[config.mk]
export PLATFORM = sky130hd
export DESIGN_NAME = pccard_lane_steer
export DESIGN_NICKNAME = d
export VERILOG_FILES = /design/src/rtl/pccard_lane_pkg.sv /design/src/rtl/lane_mode_decode.sv /design/src/rtl/seg_strobe_gen.sv /design/src/rtl/lane_data_mux.sv /design/src/rtl/pccard_lane_steer.sv
export SDC_FILE = /design/constraint.sdc
export NUM_CORES = 1
export LEC_CHECK = 0
export ABC_AREA = 1
export BUFFER_PORTS_ARGS = -buffer_cell sky130_fd_sc_hd__buf_4
export CAP_MARGIN = 40
export CORE_AREA = 2 2 83 85
export CTS_CLUSTER_SIZE = 8
export DETAILED_ROUTE_END_ITERATION = 16
export DIE_AREA = 0 0 85 87
export PLACE_DENSITY = 0.58
export RECOVER_POWER = 50
export SKIP_CTS_REPAIR_TIMING = 1
export SYNTH_ARGS = -nofsm -noshare
export SYNTH_HDL_FRONTEND = slang
export SYNTH_SLANG_ARGS = --single-unit
export TNS_END_PERCENT = 50
[constraint.sdc]
create_clock -name clk -period 1.5 [get_ports clk]
set_input_delay 0.075 -clock clk [delete_from_list [all_inputs] [get_ports clk]]
set_output_delay 0.075 -clock clk [all_outputs]
set_load 0.05 [all_outputs]
[src/rtl/pccard_lane_pkg.sv]
package pccard_lane_pkg;

  typedef enum logic [1:0] {
    MODE_IDLE = 2'd0,
    MODE_BYTE = 2'd1,
    MODE_HIGH = 2'd2,
    MODE_WORD = 2'd3
  } lane_mode_e;

  typedef struct packed {
    lane_mode_e mode;
    logic       use_even;
    logic       use_odd;
    logic       swap;
    logic       attr;
    logic       attr_en;
    logic       attr_bad;
    logic       rd;
    logic       wr;
    logic       lo_drv;
    logic       hi_drv;
  } steer_dec_t;

endpackage

[src/rtl/lane_mode_decode.sv]
module lane_mode_decode
  import pccard_lane_pkg::*;
(
  input  logic       ce_lo_n,
  input  logic       ce_hi_n,
  input  logic       attr_sel_n,
  input  logic       oe_n,
  input  logic       we_n,
  input  logic       a0,
  output steer_dec_t dec
);

  lane_mode_e mode;
  logic       active;
  logic       is_byte;
  logic       is_high;
  logic       is_word;

  always_comb begin
    unique case ({ce_hi_n, ce_lo_n})
      2'b10:   mode = MODE_BYTE;
      2'b01:   mode = MODE_HIGH;
      2'b00:   mode = MODE_WORD;
      default: mode = MODE_IDLE;
    endcase
  end

  assign active  = (mode != MODE_IDLE);
  assign is_byte = (mode == MODE_BYTE);
  assign is_high = (mode == MODE_HIGH);
  assign is_word = (mode == MODE_WORD);

  always_comb begin
    dec          = '0;
    dec.mode     = mode;
    dec.use_even = (is_byte && !a0) || is_word;
    dec.use_odd  = (is_byte && a0) || is_high || is_word;
    dec.swap     = is_byte && a0;
    dec.attr     = !attr_sel_n;
    // a write strobe wins over an output strobe when both are low
    dec.wr       = active && !we_n;
    dec.rd       = active && !oe_n && we_n;
    dec.attr_en  = !attr_sel_n && ((is_byte && !a0) || is_word);
    dec.attr_bad = !attr_sel_n && is_byte && a0;
    dec.lo_drv   = dec.rd && (is_byte || is_word);
    dec.hi_drv   = dec.rd && attr_sel_n && (is_high || is_word);
  end

endmodule

[src/rtl/seg_strobe_gen.sv]
module seg_strobe_gen
  import pccard_lane_pkg::*;
#(
  parameter int NUM_PAIRS = 2,
  localparam int PAIR_W   = (NUM_PAIRS > 1) ? $clog2(NUM_PAIRS) : 1,
  localparam int NUM_SEGS = 2 * NUM_PAIRS
) (
  input  steer_dec_t          dec,
  input  logic                wp,
  input  logic [PAIR_W-1:0]   pair_sel,
  output logic [NUM_SEGS-1:0] cs,
  output logic [NUM_SEGS-1:0] oe,
  output logic [NUM_SEGS-1:0] we
);

  for (genvar p = 0; p < NUM_PAIRS; p++) begin : g_pair
    logic pair_hit;
    assign pair_hit = !dec.attr && (pair_sel == PAIR_W'(p));

    for (genvar h = 0; h < 2; h++) begin : g_half
      localparam int S = 2 * p + h;
      logic sel;
      if (h == 0) begin : g_even
        assign sel = pair_hit && dec.use_even;
      end else begin : g_odd
        assign sel = pair_hit && dec.use_odd;
      end
      assign cs[S] = sel;
      assign oe[S] = sel && dec.rd;
      assign we[S] = sel && dec.wr && !wp;
    end
  end

endmodule

[src/rtl/lane_data_mux.sv]
module lane_data_mux
  import pccard_lane_pkg::*;
#(
  parameter int                BYTE_W       = 8,
  parameter int                NUM_PAIRS    = 2,
  parameter logic [BYTE_W-1:0] INVALID_FILL = '1,
  localparam int PAIR_W   = (NUM_PAIRS > 1) ? $clog2(NUM_PAIRS) : 1,
  localparam int NUM_SEGS = 2 * NUM_PAIRS,
  localparam int BUS_W    = 2 * BYTE_W
) (
  input  steer_dec_t                   dec,
  input  logic [PAIR_W-1:0]            pair_sel,
  input  logic [NUM_SEGS*BYTE_W-1:0]   seg_rdata,
  input  logic [BYTE_W-1:0]            attr_rdata,
  input  logic [BUS_W-1:0]             host_wdata,
  output logic [BUS_W-1:0]             rd_bus,
  output logic [BYTE_W-1:0]            even_wdata,
  output logic [BYTE_W-1:0]            odd_wdata,
  output logic [BYTE_W-1:0]            attr_wdata
);

  logic [BYTE_W-1:0] even_byte;
  logic [BYTE_W-1:0] odd_byte;
  logic [BYTE_W-1:0] lo_src;
  logic [BYTE_W-1:0] lo_lane_w;
  logic [BYTE_W-1:0] hi_lane_w;

  always_comb begin
    even_byte = '0;
    odd_byte  = '0;
    for (int p = 0; p < NUM_PAIRS; p++) begin
      if (pair_sel == PAIR_W'(p)) begin
        even_byte = seg_rdata[(2*p)*BYTE_W +: BYTE_W];
        odd_byte  = seg_rdata[(2*p+1)*BYTE_W +: BYTE_W];
      end
    end
  end

  always_comb begin
    if (dec.attr_bad)   lo_src = INVALID_FILL;
    else if (dec.attr)  lo_src = attr_rdata;
    else if (dec.swap)  lo_src = odd_byte;
    else                lo_src = even_byte;
  end

  assign lo_lane_w = dec.lo_drv ? lo_src   : '0;
  assign hi_lane_w = dec.hi_drv ? odd_byte : '0;
  assign rd_bus    = {hi_lane_w, lo_lane_w};

  assign even_wdata = host_wdata[BYTE_W-1:0];
  assign odd_wdata  = dec.swap ? host_wdata[BYTE_W-1:0] : host_wdata[BUS_W-1:BYTE_W];
  assign attr_wdata = host_wdata[BYTE_W-1:0];

endmodule

[src/rtl/pccard_lane_steer.sv]
module pccard_lane_steer
  import pccard_lane_pkg::*;
#(
  parameter int                BYTE_W       = 8,
  parameter int                NUM_PAIRS    = 2,
  parameter logic [BYTE_W-1:0] INVALID_FILL = '1,
  localparam int PAIR_W   = (NUM_PAIRS > 1) ? $clog2(NUM_PAIRS) : 1,
  localparam int NUM_SEGS = 2 * NUM_PAIRS,
  localparam int BUS_W    = 2 * BYTE_W
) (
  input  logic                       clk,
  input  logic                       rst,
  input  logic                       ce_lo_n,
  input  logic                       ce_hi_n,
  input  logic                       attr_sel_n,
  input  logic                       oe_n,
  input  logic                       we_n,
  input  logic                       wp,
  input  logic                       a0,
  input  logic [PAIR_W-1:0]          pair_sel,
  input  logic [BUS_W-1:0]           host_wdata,
  output logic [BUS_W-1:0]           host_rdata,
  output logic                       host_lo_oe,
  output logic                       host_hi_oe,
  output logic                       xcvr_to_host,
  output logic                       xcvr_swap,
  input  logic [NUM_SEGS*BYTE_W-1:0] seg_rdata,
  output logic [NUM_SEGS-1:0]        seg_cs,
  output logic [NUM_SEGS-1:0]        seg_oe,
  output logic [NUM_SEGS-1:0]        seg_we,
  output logic [BYTE_W-1:0]          seg_even_wdata,
  output logic [BYTE_W-1:0]          seg_odd_wdata,
  input  logic [BYTE_W-1:0]          attr_rdata,
  output logic                       attr_cs,
  output logic                       attr_oe,
  output logic                       attr_we,
  output logic [BYTE_W-1:0]          attr_wdata
);

  steer_dec_t          dec;
  logic [NUM_SEGS-1:0] cs_w;
  logic [NUM_SEGS-1:0] oe_w;
  logic [NUM_SEGS-1:0] we_w;
  logic [BUS_W-1:0]    rd_bus_w;
  logic [BYTE_W-1:0]   even_wd_w;
  logic [BYTE_W-1:0]   odd_wd_w;
  logic [BYTE_W-1:0]   attr_wd_w;

  lane_mode_decode u_decode (
    .ce_lo_n    (ce_lo_n),
    .ce_hi_n    (ce_hi_n),
    .attr_sel_n (attr_sel_n),
    .oe_n       (oe_n),
    .we_n       (we_n),
    .a0         (a0),
    .dec        (dec)
  );

  seg_strobe_gen #(
    .NUM_PAIRS (NUM_PAIRS)
  ) u_strobe (
    .dec      (dec),
    .wp       (wp),
    .pair_sel (pair_sel),
    .cs       (cs_w),
    .oe       (oe_w),
    .we       (we_w)
  );

  lane_data_mux #(
    .BYTE_W       (BYTE_W),
    .NUM_PAIRS    (NUM_PAIRS),
    .INVALID_FILL (INVALID_FILL)
  ) u_mux (
    .dec        (dec),
    .pair_sel   (pair_sel),
    .seg_rdata  (seg_rdata),
    .attr_rdata (attr_rdata),
    .host_wdata (host_wdata),
    .rd_bus     (rd_bus_w),
    .even_wdata (even_wd_w),
    .odd_wdata  (odd_wd_w),
    .attr_wdata (attr_wd_w)
  );

  always_ff @(posedge clk) begin
    if (rst) begin
      host_rdata     <= '0;
      host_lo_oe     <= 1'b0;
      host_hi_oe     <= 1'b0;
      xcvr_to_host   <= 1'b0;
      xcvr_swap      <= 1'b0;
      seg_cs         <= '0;
      seg_oe         <= '0;
      seg_we         <= '0;
      seg_even_wdata <= '0;
      seg_odd_wdata  <= '0;
      attr_cs        <= 1'b0;
      attr_oe        <= 1'b0;
      attr_we        <= 1'b0;
      attr_wdata     <= '0;
    end else begin
      host_rdata     <= rd_bus_w;
      host_lo_oe     <= dec.lo_drv;
      host_hi_oe     <= dec.hi_drv;
      xcvr_to_host   <= dec.lo_drv || dec.hi_drv;
      xcvr_swap      <= dec.swap;
      seg_cs         <= cs_w;
      seg_oe         <= oe_w;
      seg_we         <= we_w;
      seg_even_wdata <= even_wd_w;
      seg_odd_wdata  <= odd_wd_w;
      attr_cs        <= dec.attr_en;
      attr_oe        <= dec.attr_en && dec.rd;
      attr_we        <= dec.attr_en && dec.wr;
      attr_wdata     <= attr_wd_w;
    end
  end

endmodule

==> reports/qor.csv, run 1 <==
stage,metric,value,unit
final_layout,final core utilization,0.433,
synth,"FF+latch count, synth",51,
synth,Post-Syn Area per Cell,7.65,um^2
floorplan,die area,0.00740,mm^2
worst_setup_path,Crit. Startpoint,ce_lo_n,
hold_path,HP Start,host_wdata[4],
power,Int Pwr,1.98,mW
final_layout,fill count,709,
route,Post-Route WL,5.56,mm
final_layout,"most common cell after layout, fill and taps aside",buf_4,
route,DRC Markers,0,
final_layout,ANT cells,0,
sta,max frequency,744,MHz
worst_setup_path,Setup CP Type,input port to flip-flop,
route,Starting DRT DRC Count,78,
floorplan,floorplan row count,30,
worst_setup_path,WP data required,1740,ps
worst_setup_path,CP bufs+invs,3,
clocking,clock tree sinks,51,
synth,ys flop type,dfxtp_1,
sta,worst rel slew slack,0.580,
route,router iterations before antenna repair,4,
global_route,largest net degree at the start of global routing,25,
sta,final-report hold violation count,1,
final_layout,Finished Cell Area,0.00284,mm^2
floorplan,I/O pins,125,
worst_setup_path,worst path cell trace,dlygate4sd3_1 -> buf_4 -> nand2_1 -> nand2_2 -> nor3_1 -> inv_2 -> nor2_1,
power,Power Dens Cells,985,mW/mm^2
final_layout,most frequent cells in the layout,"buf_4 (71), nand2_1 (55), dfxtp_1 (51)",
synth,syn_nets,315,
clocking,TritonCTS Buffers,5,
floorplan,Chip Width,85,um
power,Seq pwr share,0.502,
route,Via Count,1932,
global_route,vias in the first global route,1708,
power,power share of the clock group,0.298,
clocking,Max Buffers Root-to-Sink,2,
place,DP Wirelength,4.29,mm
floorplan,Placeable Area,0.00657,mm^2
synth,Syn. warnings,0,
place,placer's final routability congestion estimate,0.738,
place,dpl cells,438,
floorplan,initial core utilization,0.290,
sta,final slew viol count,0,
route,DR WL/cell,12.3,um
worst_setup_path,CP max-delay cell,dlygate4sd3_1,
sta,final setup violation count,0,
clocking,CTS H-tree lvls,2,
global_route,Total GRT Usage,0.148,
synth,Async SR Flop Fraction,0,
status,failing checks,negative hold slack,
place,Placed Area,0.00286,mm^2
final_layout,Non-Filler Instances,453,
final_layout,layout cell share with drive strength beyond 1,0.255,
synth,Post-Syn Instances,249,
sta,unrepaired setup endpoints after global routing,no,
sta,Hold WS,-14.5,ps
worst_setup_path,Crit path max-delay family,buffers and inverters,
floorplan,chip height,87,um
place,pre-CTS WS,376,ps
final_layout,nets@finish,438,
power,Comb power frac,0.200,
global_route,initial antenna violation count,0,
status,status,"finished, violations left",
power,worst vdd ir,416,uV
worst_setup_path,Crit path arrival time,1590,ps
clocking,CTS tree,built,
worst_setup_path,CP Max Fanout,9,
power,switching share of total power,0.294,
sta,Least-Margin Pin Slew,633,ps
synth,synthesized area,0.00191,mm^2
hold_path,worst hold path type,input port to flip-flop,
route,Final ANT Viol Nets,0,
worst_setup_path,crit-path max cell delay,540,ps
worst_setup_path,critical path endpoint category,flip-flop,
clocking,root buffer cell,clkbuf_8,
power,Switch Pwr,0.824,mW
clocking,clk slew on worst S/H paths,90,ps
global_route,global-route wire length before repair,8.45,mm
worst_setup_path,startpoint types,input port,
place,PortBufs,124,
power,P_leak,1.43,nW
route,vias per cell,4.26,
sta,setup TNS,0,ps
sta,PnR worst setup slack,156,ps
power,Design Power,2.80,mW
flow_run,MaxCap Viol Count,0,
synth,sequential share of the synthesized area,0.536,
synth,number of synthesized flops with an enable pin,0,
final_layout,area grow syn2layout,49.2,%
global_route,GRT overflow,0,
sta,Tmin final,1340,ps
sta,fin crit share,0.896,
synth,synth unique cells,19,
routing by layer:
layer | track usage | up-vias | share of wire
li1 | - | 996 | -
met1 | 0.189 | 833 | 0.43
met5 | 0 | - | 0
met3 | 0.0389 | 11 | 0.083
met2 | 0.235 | 92 | 0.47
met4 | 0.0635 | 0 | 0.026
synth_stat cells (2+ instances only):
cell      instances  area [um^2]
nand2_1          55          206
dfxtp_1          51         1020
inv_1            35          131
nor2_1           29          109
a21oi_1          17         85.1
nand3_1          17         85.1
o21ai_0          16         80.1
buf_4            11         82.6
buf_2             3         15.0
inv_2             3         11.3
clkbuf_1          2         7.51
nand2_2           2         12.5
nand4_1           2         12.5
power by group through the flow:
stage / Clock [mW] / Sequential [mW] / Combinational, mW
finish: 0.834 / 1.41 / 0.561
global route: 0.938 / 1.41 / 0.609
CTS: 0.866 / 1.41 / 0.583
detailed placement: 0 / 1.44 / 0.582
global placement: 0 / 1.44 / 0.580
floorplan: 0 / 1.58 / 0.202
state kept, by name, summed over array words and instances (netlist names), 4 cells and up:
| signal | count |
|---|---|
| seg_we | 4 |
| seg_oe | 4 |
| seg_cs | 4 |
| seg_odd_wdata | 8 |
| host_rdata | 16 |
| attr_wdata | 8 |
area by class of cell:
type / instances / area (um^2) / area share
Inverter: 38 / 143 / 0.0502
Multi-Input combinational cell: 143 / 633 / 0.223
Tap cell: 80 / 100 / 0.0352
Sequential cell: 51 / 1020 / 0.359
Clock inverter: 2 / 16.3 / 0.00572
Clock buffer: 6 / 82.6 / 0.0290
Timing Repair Buffer: 133 / 848 / 0.298
worst paths after layout:
path             end  depth (start not counted)
min    attr_wdata[4]                          3
max   host_rdata[11]                          7
kinds of logic after synthesis:
kind of cell,after synthesis,share of synthesized area
simple gates,110,0.246
buf+inv,55,0.132
flops,51,0.536
compound gates,33,0.0867
(Power assumes the default switching activity.)
==> run 2, diff against run 1 <==
CELL_PAD_IN_SITES_DETAIL_PLACEMENT = 0   (was not set)
CELL_PAD_IN_SITES_GLOBAL_PLACEMENT = 1   (was not set)
CORE_AREA = 2 2 96 98   (was 2 2 83 85)
DIE_AREA = 0 0 98 100   (was 0 0 85 87)
PLACE_DENSITY = 0.75   (was 0.58)
SYNTH_HIERARCHICAL = 1   (was not set)
==> run 2 against run 1 <==
The run now ends clean; wire length is 24% higher; synthesized cell count up 44%; critical path depth is 6 lower; hold slack better by 37 ps; cell area up 24%; clock power grew 57%; sequential share of layout area fell by 2.4 points; fmax is 12% higher; die area grew 33%; critical path type is now flip-flop to output port; critical endpoint is now host_rdata[6]; largest cell class unchanged; largest power group unchanged; highest routed layer unchanged.
==> reports/qor.csv, run 2 <==
stage,metric,value,unit,change
status,status,completed,,
global_route,initial antenna violation count,0,,unchanged
floorplan,Placeable Area,0.00889,mm^2,+35%
synth,Post-Syn Area per Cell,7.16,um^2,-6.4%
sta,PnR worst setup slack,301,ps,+145 ps
synth,Post-synth top cells,"inv_1 (70), nor2_1 (68), nand2_1 (63), dfxtp_1 (59), nand3_1 (27)",,
place,DP Wirelength,5.18,mm,+21%
final_layout,"Most flops, register",host_rdata,,
worst_setup_path,Crit path arrival time,1120,ps,-470 ps
route,Post-Route WL,6.92,mm,+24%
worst_setup_path,CP bufs+invs,1,,-2
route,Met1 Wirelength,3.15,mm,+33%
worst_setup_path,Setup CP Type,flip-flop to output port,,
power,worst vdd ir,313,uV,-25%
sta,final setup violation count,0,,unchanged
synth,Async SR Flop Fraction,0,,unchanged
place,dpl cells,565,,+29%
sta,unrepaired setup endpoints after global routing,no,,
worst_setup_path,CP Max Fanout,1,,-8
hold_path,hold path cells,4,,+1
hold_path,HP Start,attr_sel_n,,
synth,syn_nets,424,,+35%
power,Design Power,3.58,mW,+28%
floorplan,initial core utilization,0.289,,-0.00157
clocking,TritonCTS Buffers,9,,+4
final_layout,ANT cells,0,,unchanged
final_layout,max reg flops,16,,unchanged
hold_path,Hold Path Sink,attr_cs,,
clocking,clk slew on worst S/H paths,70,ps,-20 ps
route,vias per cell,4.14,,-2.9%
synth,sequential share of the synthesized area,0.460,,-0.0753
route,met3 wire len,748,um,+62%
sta,final slew viol count,0,,unchanged
worst_setup_path,startpoint types,flip-flop,,
route,Final ANT Viol Nets,0,,unchanged
route,met2 wire length,2.89,mm,+12%
clocking,CTS H-tree lvls,3,,+1
floorplan,I/O pins,125,,unchanged
place,pre-CTS WS,353,ps,-23.7 ps
place,placer's final routability congestion estimate,0.842,,+14%
clocking,Max Buffers Root-to-Sink,2,,unchanged
sta,fin crit share,0.799,,-0.0968
synth,synth unique cells,17,,-2
global_route,global-route wire length before repair,10.8,mm,+28%
worst_setup_path,critical path endpoint category,output port,,
sta,setup TNS,0,ps,unchanged
route,Via Count,2439,,+26%
route,Starting DRT DRC Count,84,,+7.7%
global_route,Total GRT Usage,0.143,,-0.00499
route,DRC Markers,0,,unchanged
global_route,largest net degree at the start of global routing,38,,+52%
power,Power Dens Cells,1020,mW/mm^2,+3.1%
flow_run,MaxCap Viol Count,0,,unchanged
final_layout,nets@finish,540,,+23%
floorplan,floorplan row count,35,,+17%
route,top sig layer,met4,,
clocking,clock tree sinks,59,,+16%
global_route,GRT overflow,0,,unchanged
sta,final-report hold violation count,0,,-1
route,router iterations before antenna repair,4,,unchanged
place,Placed Area,0.00339,mm^2,+19%
hold_path,worst hold path type,input port to flip-flop,,
floorplan,die area,0.00980,mm^2,+33%
final_layout,final core utilization,0.396,,-0.0365
final_layout,Finished Cell Area,0.00352,mm^2,+24%
floorplan,Chip Width,98,um,+15%
sta,Hold WS,22.4,ps,+36.9 ps
sta,worst rel slew slack,0.576,,-0.00412
synth,post-synth top area share,0.460,,-0.0753
clocking,root buffer cell,clkbuf_8,,
worst_setup_path,Crit path max-delay family,buffers and inverters,,
sta,max frequency,834,MHz,+12%
sta,Tmin final,1200,ps,-145 ps
final_layout,"most common cell after layout, fill and taps aside",buf_4,,
synth,Syn. warnings,6,,+6
synth,largest cells by area after synthesis,"dfxtp_1 (46%), inv_1 (10%), nor2_1 (10%), nand2_1 (9.2%), buf_4 (6.1%)",,
worst_setup_path,worst path cell trace,clkbuf_1,,
final_layout,Non-Filler Instances,589,,+30%
global_route,vias in the first global route,2286,,+34%
final_layout,layout cell share with drive strength beyond 1,0.247,,-0.00783
power,P_leak,1.78,nW,+25%
final_layout,area grow syn2layout,37.4,%,
final_layout,most frequent cells in the layout,"buf_4 (96), inv_1 (70), nor2_1 (68)",,
worst_setup_path,CP max-delay cell,clkbuf_1,,
synth,Post-Syn Instances,358,,+44%
worst_setup_path,WP data required,1420,ps,-320 ps
place,PortBufs,124,,unchanged
synth,Synth area leader,dfxtp_1,,
synth,most frequent cell after synthesis,inv_1,,
sta,Least-Margin Pin Slew,639,ps,+6.20 ps
synth,"FF+latch count, synth",59,,+16%
synth,number of synthesized flops with an enable pin,0,,unchanged
floorplan,chip height,100,um,+15%
synth,synthesized area,0.00256,mm^2,+35%
route,DR WL/cell,11.7,um,-4.3%
final_layout,fill count,975,,+38%
worst_setup_path,crit-path max cell delay,480,ps,-60 ps
synth,ys flop type,dfxtp_1,,
clocking,CTS tree,built,,
[run 2: cell count changes after synthesis, moves of 7 or more]
| cell | change |
|---|---|
| inv_1 | +35 |
| o21ai_0 | -16 |
| dfxtp_1 | +8 |
| nor2_1 | +39 |
| buf_4 | +10 |
| nand3_1 | +10 |
| a21oi_1 | +9 |
| buf_6 | +7 |
| nand2_1 | +8 |
[run 2: kinds of logic after synthesis]
| group | share of synthesized area |
|---|---|
| flops | 0.460 |
| buf+inv | 0.226 |
| compound gates | 0.0527 |
| simple gates | 0.260 |
[run 2: area by class of cell]
class	count	area, um^2	share of cell area
Clock inverter	1	7.51	0.00213
Clock buffer	14	173	0.0490
Inverter	74	285	0.0809
Timing Repair Buffer	139	938	0.266
Tap cell	111	139	0.0394
Multi-Input combinational cell	191	801	0.227
Sequential cell	59	1180	0.335
[run 2: where the power goes]
part	switching [mW]	leakage (nW)	internal, mW
clock	0.583	0.0888	0.728
combinational	0.406	1.21	0.229
sequential	0.0160	0.483	1.62
[run 2: layer usage]
layer | GRT usage | up-vias
met5 | 0 | -
met4 | 0.0662 | 0
met3 | 0.0501 | 11
met2 | 0.214 | 133
met1 | 0.184 | 1034
li1 | - | 1261
[run 2: how the worst max path moves through the flow]
| stage | slack, ps | cells after the start | endpoint | startpoint |
|---|---|---|---|---|
| 2_1_floorplan | 480 | 10 | host_rdata[5] | a0 |
| 3_3_place_gp | 390 | 9 | host_rdata[5] | ce_hi_n |
| 3_5_place_dp | 350 | 9 | host_rdata[5] | ce_hi_n |
| 4_1_cts | 510 | 1 | host_rdata[7] | host_rdata[7] |
| 5_1_grt | 190 | 8 | host_rdata[0] | we_n |
| 6_report | 300 | 1 | host_rdata[6] | host_rdata[6] |
==> run 3, diff against run 2 <==
clock period = 1.25 ns   (was 1.5 ns; I/O delays follow)
==> run 3 against run 2 <==
Utilization grew 0.49 points; flip-flop and latch count is the same; wire length shrank 0.55%; via count is essentially flat; clock-buffer cell count shrank 3; total power grew 22%; combinational power grew 22%; die area is the same; cell area grew 1.2%; first-iteration DRC count shrank 35%; global-route usage grew 0.23 points.
==> reports/qor.csv, run 3 (same netlist as run 2, synthesis figures left out) <==
stage,metric,value,unit,change
status,status,completed,,
place,PortBufs,124,,unchanged
final_layout,ANT cells,0,,unchanged
worst_setup_path,critical path endpoint category,flip-flop,,
worst_setup_path,startpoint types,input port,,
place,pre-CTS WS,120,ps,-233 ps
final_layout,Non-Filler Instances,591,,+0.34%
floorplan,I/O pins,125,,unchanged
floorplan,die area,0.00980,mm^2,unchanged
hold_path,worst hold path type,input port to flip-flop,,
clocking,CTS tree,built,,
place,DP Wirelength,5.24,mm,+1.1%
global_route,initial antenna violation count,0,,unchanged
clocking,root buffer cell,clkbuf_8,,
worst_setup_path,CP Max Fanout,8,,+7
sta,final slew viol count,0,,unchanged
sta,final-report hold violation count,0,,unchanged
final_layout,nets@finish,541,,+0.19%
place,Placed Area,0.00339,mm^2,+0.22%
worst_setup_path,Crit. Startpoint,we_n,,
worst_setup_path,Crit path arrival time,1390,ps,+270 ps
final_layout,max reg flops,16,,unchanged
sta,Tmin final,1120,ps,
sta,Hold WS,22.6,ps,+0.155 ps
route,Post-Route WL,6.88,mm,-0.55%
power,P_leak,1.88,nW,+5.3%
route,DR WL/cell,11.6,um,-0.89%
clocking,clock tree sinks,59,,unchanged
final_layout,"most common cell after layout, fill and taps aside",buf_4,,
hold_path,HP Start,attr_sel_n,,
worst_setup_path,Setup CP Type,input port to flip-flop,,
sta,setup TNS,0,ps,unchanged
power,Design Power,4.38,mW,+22%
global_route,global-route wire length before repair,11.1,mm,+2.1%
clocking,CTS H-tree lvls,3,,unchanged
floorplan,Placeable Area,0.00889,mm^2,unchanged
sta,unrepaired setup endpoints after global routing,no,,
worst_setup_path,WP data required,1520,ps,+100 ps
final_layout,area grow syn2layout,39.1,%,
floorplan,chip height,100,um,unchanged
route,vias per cell,4.12,,-0.42%
global_route,Total GRT Usage,0.145,,+0.00234
sta,Least-Margin Pin Slew,318,ps,-321 ps
floorplan,initial core utilization,0.289,,unchanged
floorplan,floorplan row count,35,,unchanged
clocking,clk slew on worst S/H paths,70,ps,about the same
flow_run,MaxCap Viol Count,0,,unchanged
final_layout,layout cell share with drive strength beyond 1,0.302,,+0.0552
final_layout,final core utilization,0.401,,+0.00493
place,placer's final routability congestion estimate,0.833,,-1.1%
final_layout,most frequent cells in the layout,"buf_4 (97), inv_1 (70), nor2_1 (68)",,
route,Final ANT Viol Nets,0,,unchanged
place,dpl cells,566,,+0.18%
sta,max frequency,896,MHz,
sta,final setup violation count,0,,unchanged
route,DRC Markers,0,,unchanged
sta,PnR worst setup slack,133,ps,-168 ps
route,router iterations before antenna repair,4,,unchanged
power,Power Dens Cells,1230,mW/mm^2,+21%
power,worst vdd ir,442,uV,+41%
final_layout,"Most flops, register",host_rdata,,
floorplan,Chip Width,98,um,unchanged
final_layout,Finished Cell Area,0.00357,mm^2,+1.2%
sta,worst rel slew slack,0.788,,+0.212
global_route,vias in the first global route,2410,,+5.4%
global_route,GRT overflow,0,,unchanged
route,Via Count,2437,,-0.082%
sta,fin crit share,0.893,,
route,Starting DRT DRC Count,55,,-35%
clocking,TritonCTS Buffers,9,,unchanged
clocking,Max Buffers Root-to-Sink,2,,unchanged
global_route,largest net degree at the start of global routing,28,,-26%
run 3: worst paths after layout:
| check | endpoint | slack, ps | cells after the start |
|---|---|---|---|
| max | host_rdata[11] | 130 | 8 |
| min | attr_cs | 20 | 4 |
run 3: power breakdown:
| part | switching [mW] | leakage, nW | total, mW | internal [mW] |
|---|---|---|---|---|
| Combinational | 0.484 | 1.30 | 0.773 | 0.289 |
| Clock | 0.732 | 0.0971 | 1.65 | 0.915 |
| Sequential | 0.0190 | 0.483 | 1.96 | 1.94 |
run 3: layer usage:
layer	GRT usage	up-vias	part of all wire
met4	0.0534	0	0.018
met1	0.178	1053	0.46
met2	0.227	112	0.41
met3	0.0620	12	0.11
li1	-	1260	-
met5	0	-	0
run 3: worst max-delay path: stages:
cell and delay, ps:
dlygate4sd3_1 520, buf_4 110, nand3_1 70, nor2_1 130, inv_1 180, a21oi_1 180, inv_1 50, nor2_1 80
run 3: final cells by class:
cell class / instances / area (um^2)
fill: 943 / 5320
sequential: 59 / 1180
timing repair buffer: 140 / 977
multi-input combinational: 191 / 801
inverter: 74 / 285
tap: 111 / 139
clock buffer: 11 / 131
clock inverter: 5 / 53.8
